===== src/rtl/bit_tmod.sv =====
module bit_tmod #(
  parameter int AW      = 16,
  parameter int DW      = 8,
  parameter int ZP_CYC  = 5,
  parameter int ABS_CYC = 6
) (
  input  logic          clk,
  input  logic          rst_n,
  input  logic          start,
  input  logic [7:0]    opcode,
  input  logic [DW-1:0] acc,
  input  logic [AW-1:0] addr,
  output logic [AW-1:0] mem_addr,
  output logic          mem_rd,
  input  logic [DW-1:0] mem_rdata,
  output logic          mem_wr,
  output logic [DW-1:0] mem_wdata,
  output logic          busy,
  output logic          done,
  output logic          zero_flag,
  output logic [1:0]    pc_inc,
  output logic [2:0]    cycles
);
  localparam logic [2:0] ZP_N  = 3'(ZP_CYC);
  localparam logic [2:0] ABS_N = 3'(ABS_CYC);

  logic          busy_q, full_q, clr_q, z_q;
  logic [2:0]    cnt;
  logic [AW-1:0] addr_q;
  logic [DW-1:0] acc_q, rd_q;

  wire       legal  = (opcode[7:5] == 3'b000) && opcode[2] && (opcode[1:0] == 2'b00);
  wire       accept = start && !busy_q && legal;
  wire [2:0] last   = full_q ? ABS_N : ZP_N;

  assign busy      = busy_q;
  assign mem_addr  = addr_q;
  assign mem_rd    = busy_q && (cnt == last - 3'd2);
  assign mem_wr    = busy_q && (cnt == last);
  assign done      = mem_wr;
  assign mem_wdata = clr_q ? (rd_q & ~acc_q) : (rd_q | acc_q);
  assign zero_flag = z_q;
  assign pc_inc    = full_q ? 2'd3 : 2'd2;
  assign cycles    = last;

  always_ff @(posedge clk) begin
    if (!rst_n) begin
      busy_q <= 1'b0;
      full_q <= 1'b0;
      clr_q  <= 1'b0;
      z_q    <= 1'b0;
      cnt    <= '0;
      addr_q <= '0;
      acc_q  <= '0;
      rd_q   <= '0;
    end else if (accept) begin
      busy_q <= 1'b1;
      cnt    <= 3'd1;
      full_q <= opcode[3];
      clr_q  <= opcode[4];
      acc_q  <= acc;
      addr_q <= opcode[3] ? addr : {{(AW-8){1'b0}}, addr[7:0]};
    end else if (busy_q) begin
      cnt <= cnt + 3'd1;
      if (cnt == last - 3'd1) begin
        rd_q <= mem_rdata;
        z_q  <= ((mem_rdata & acc_q) == '0);
      end
      if (cnt == last) busy_q <= 1'b0;
    end
  end

  p_reset_idle_r1: assert property (@(posedge clk) $rose(rst_n) |-> !busy && !mem_rd && !mem_wr);
  p_rd_before_wr_r8: assert property (@(posedge clk) disable iff (!rst_n)
    mem_wr |-> $past(mem_rd, 2) && $past(mem_addr, 2) == mem_addr);
  p_no_rd_wr_r8: assert property (@(posedge clk) disable iff (!rst_n) !(mem_rd && mem_wr));
  p_done_ends_r9: assert property (@(posedge clk) disable iff (!rst_n) done |=> !busy);
  p_done_busy_r9: assert property (@(posedge clk) disable iff (!rst_n) done |-> busy);
  p_hold_addr_r10: assert property (@(posedge clk) disable iff (!rst_n)
    busy && !done |=> $stable(mem_addr) && busy);
  p_zp_ext_r6: assert property (@(posedge clk) disable iff (!rst_n)
    busy && pc_inc == 2'd2 |-> mem_addr[AW-1:8] == '0);
endmodule


===== config.mk =====
export PLATFORM = sky130hd
export DESIGN_NAME = bit_tmod
export DESIGN_NICKNAME = d
export VERILOG_FILES = /design/src/rtl/bit_tmod.sv
export SDC_FILE = /design/constraint.sdc
export NUM_CORES = 1
export LEC_CHECK = 0
export BUFFER_PORTS_ARGS = -buffer_cell sky130_fd_sc_hd__clkbuf_2
export CORE_UTILIZATION = 40
export CTS_CLUSTER_DIAMETER = 100
export CTS_CLUSTER_SIZE = 30
export DETAILED_ROUTE_END_ITERATION = 6
export GPL_TIMING_DRIVEN = 0
export PLACE_DENSITY = 0.67
export SETUP_SLACK_MARGIN = 0.15
export SLEW_MARGIN = 20
export SYNTH_ARGS = -nofsm -noshare
export SYNTH_HDL_FRONTEND = slang
export SYNTH_SLANG_ARGS = --single-unit
export TNS_END_PERCENT = 30

===== constraint.sdc =====
create_clock -name clk -period 3.7 [get_ports clk]
set_clock_uncertainty 0.2 [all_clocks]
set_input_delay 0.185 -clock clk [delete_from_list [all_inputs] [get_ports clk]]
set_output_delay 0.185 -clock clk [all_outputs]
set_load 0.05 [all_outputs]

==> run metrics <==
final hold vios=0; setup TNS=0 ps; Worst slew margin=between 50% and 60%; final instance area=roughly 2800 sq um; tightest hold margin=around 73 ps; Power Dens Cells=just under 300 nW/um^2; Hold-fix buffers, CTS=33; synthesized area=between 1500 and 2000 sq um; clock sinks=39; Die Ht=71.8 um; Initial Util=41.5%; async set or reset register ratio after synthesis=0%; Layout area overhead=43.9%; drt first pass iters=4; Worst Setup Start Kind=flip-flop; CTS H-tree depth=2; final cell count without fillers=approximately 390; grt met3 use=4.36%; DRC violations left=0; predominant post-synthesis flop cell=dfxtp_1; io pins=77; DP HPWL=~3600 um; antenna fix cells=0; first-pass GRT wire length=around 9000 um; number of global-route vias before repair=around 1900; placed cell area=around 2400 sq um; core outline area=~4700 sq um; Avg Vias per Cell=5.13; CTS resizes=0; Final Cycle Share=a little under two thirds; critical path peak fanout=8; synthesized area per cell=8.93 sq um; GR Util met2=roughly 37%; root buffer selected by CTS=clkbuf_8; Slew Limit Fails=0; row count=25; RD Place Congestion=between 0.7 and 0.8; final WL=~5300 um; met1 Use GR=a little under 30%; unrepaired setup endpoints after global routing=no; element type at the critical path end=output pin; Yosys cell types=38; Crit path required time=around 3300 ps; status=complete, no violations; Max Cap Viol=0; Worst-Margin Slew=about 700 ps; #FFs+latches synth=39; PortBufs=73; cell count after synthesis=218; largest net degree at the start of global routing=12; share of layout cells above drive strength 1=31.0%; peak supply drop=around 210 uV; clk_lat worst skew=between 200 and 300 ps; Nets=376; Setup CP Type=reg -> out; Die Area=around 5000 sq um; Hold Crit Class=in -> reg; CTS tree=done; Post-CTS Setup Bufs=0; final setup fails=0; Post-synth EDFFs=0; DR WL/cell=13.8 um; routed via count=~2000; leakage=roughly 1.1 nW; Total Routing Usage GR=approximately 22%; Num CTS Buffers=5; # fillers=between 400 and 500; die width=slightly above 70 um; sequential fraction of the synthesis area=between 40% and 50%; FMAX=about 420 MHz; GRT busiest layer=met2; Worst-path clk slew=roughly 70 ps; initial detailed-routing violation count=just under 100; Clock Tree Buf Depth=2; initial antenna violation count=0; grt total ovfl=0; post-layout minimum cycle time=~2400 ps; Syn. warnings=0; Post-DRT Antenna Nets=0; data arrival time of the critical path=roughly 2000 ps; placed insts=~350
cell families after synthesis:
family / synth area share (%)
other: 0.193
buffers and inverters: 9.38
DFF: 40.1
adders and majority gates: 0.643
and+or+nand+nor: 18.1
AOI/OAI and AO/OA: 25.6
xor gates and xnor gates: 1.80
muxes: 4.18
path summary, 6_finish.rpt:
path / endpoint / depth (start not counted) / slack [ps] / startpoint
min: busy$_SDFF_PN0_ / 3 / 70 / rst_n
min reg2reg: mem_addr[15]$_SDFFE_PN0P_ / 2 / 280 / mem_addr[15]$_SDFFE_PN0P_
max reg2reg: mem_addr[14]$_SDFFE_PN0P_ / 5 / 1810 / busy$_SDFF_PN0_
max: mem_rd / 4 / 1340 / full_q$_SDFFE_PN0P_
flip-flops by register name (all words and copies together) (netlist names):
register	count
mem_addr	16
rd_q	8
acc_q	8
cnt	3
zero_flag	1
full_q	1
busy	1
clr_q	1
layout by cell type, fill, tap and decap left out, drive strengths merged, types with 2 or more instances in the layout:
cell,n
a21boi,35
a21oi,2
a22oi,2
and3,3
and3b,2
buf,15
clkbuf,88
conb,2
dfxtp,39
dlygate4sd3,33
inv,9
mux2i,7
nand2,3
nand3,27
nand4,9
nor2,2
nor4b,2
o21ai,36
or4b,3
xnor2,3
synth_stat cells (all sizes together) (7+ instances only):
| cell | n | area, sq um |
|---|---|---|
| mux2i | 7 | 70.1 |
| nand3 | 27 | 135 |
| nand4 | 9 | 56.3 |
| dfxtp | 39 | 781 |
| buf | 15 | 114 |
| clkbuf | 9 | 35.0 |
| o21ai | 36 | 184 |
| inv | 9 | 33.8 |
| a21boi | 35 | 263 |
power by group:
part | internal, mW | leakage [nW] | switching, mW
Combinational | 0.0555 | 0.779 | 0.0481
Clock | 0.146 | 0.0470 | 0.150
Sequential | 0.421 | 0.314 | 0.000964
routing by layer:
layer	wire length, um	up-vias
met3	219	2
li1	-	1008
met5	0	-
met1	2480	912
met2	2590	59
met4	26	0
critical path: stages (launching register included):
cell	delay, ps
dfxtp_1	530
inv_1	120
or4b_2	610
a21oi_1	140
clkbuf_2	290
area by class of cell:
type,count,area (sq um),area share [%]
buffer,24,149,5.31
tap,54,67.6,2.41
timing repair buffer,106,696,24.8
clock buffer,6,82.6,2.95
clock inverter,1,5.00,0.179
sequential,39,781,27.9
multi-input combinational,147,987,35.2
inverter,9,33.8,1.21
per-stage QoR:
stage / worst slack (ps) / utilization [%] / power [mW]
floorplan: 1180 / - / 0.471
CTS: 1300 / 59.7 / 0.824
global route: 1190 / 59.7 / 0.849
detailed placement: 1620 / 50.8 / 0.506
global placement: 1630 / 50.8 / 0.507
finish: 1340 / 59.7 / 0.821
Power figures use the tool's default switching activity.
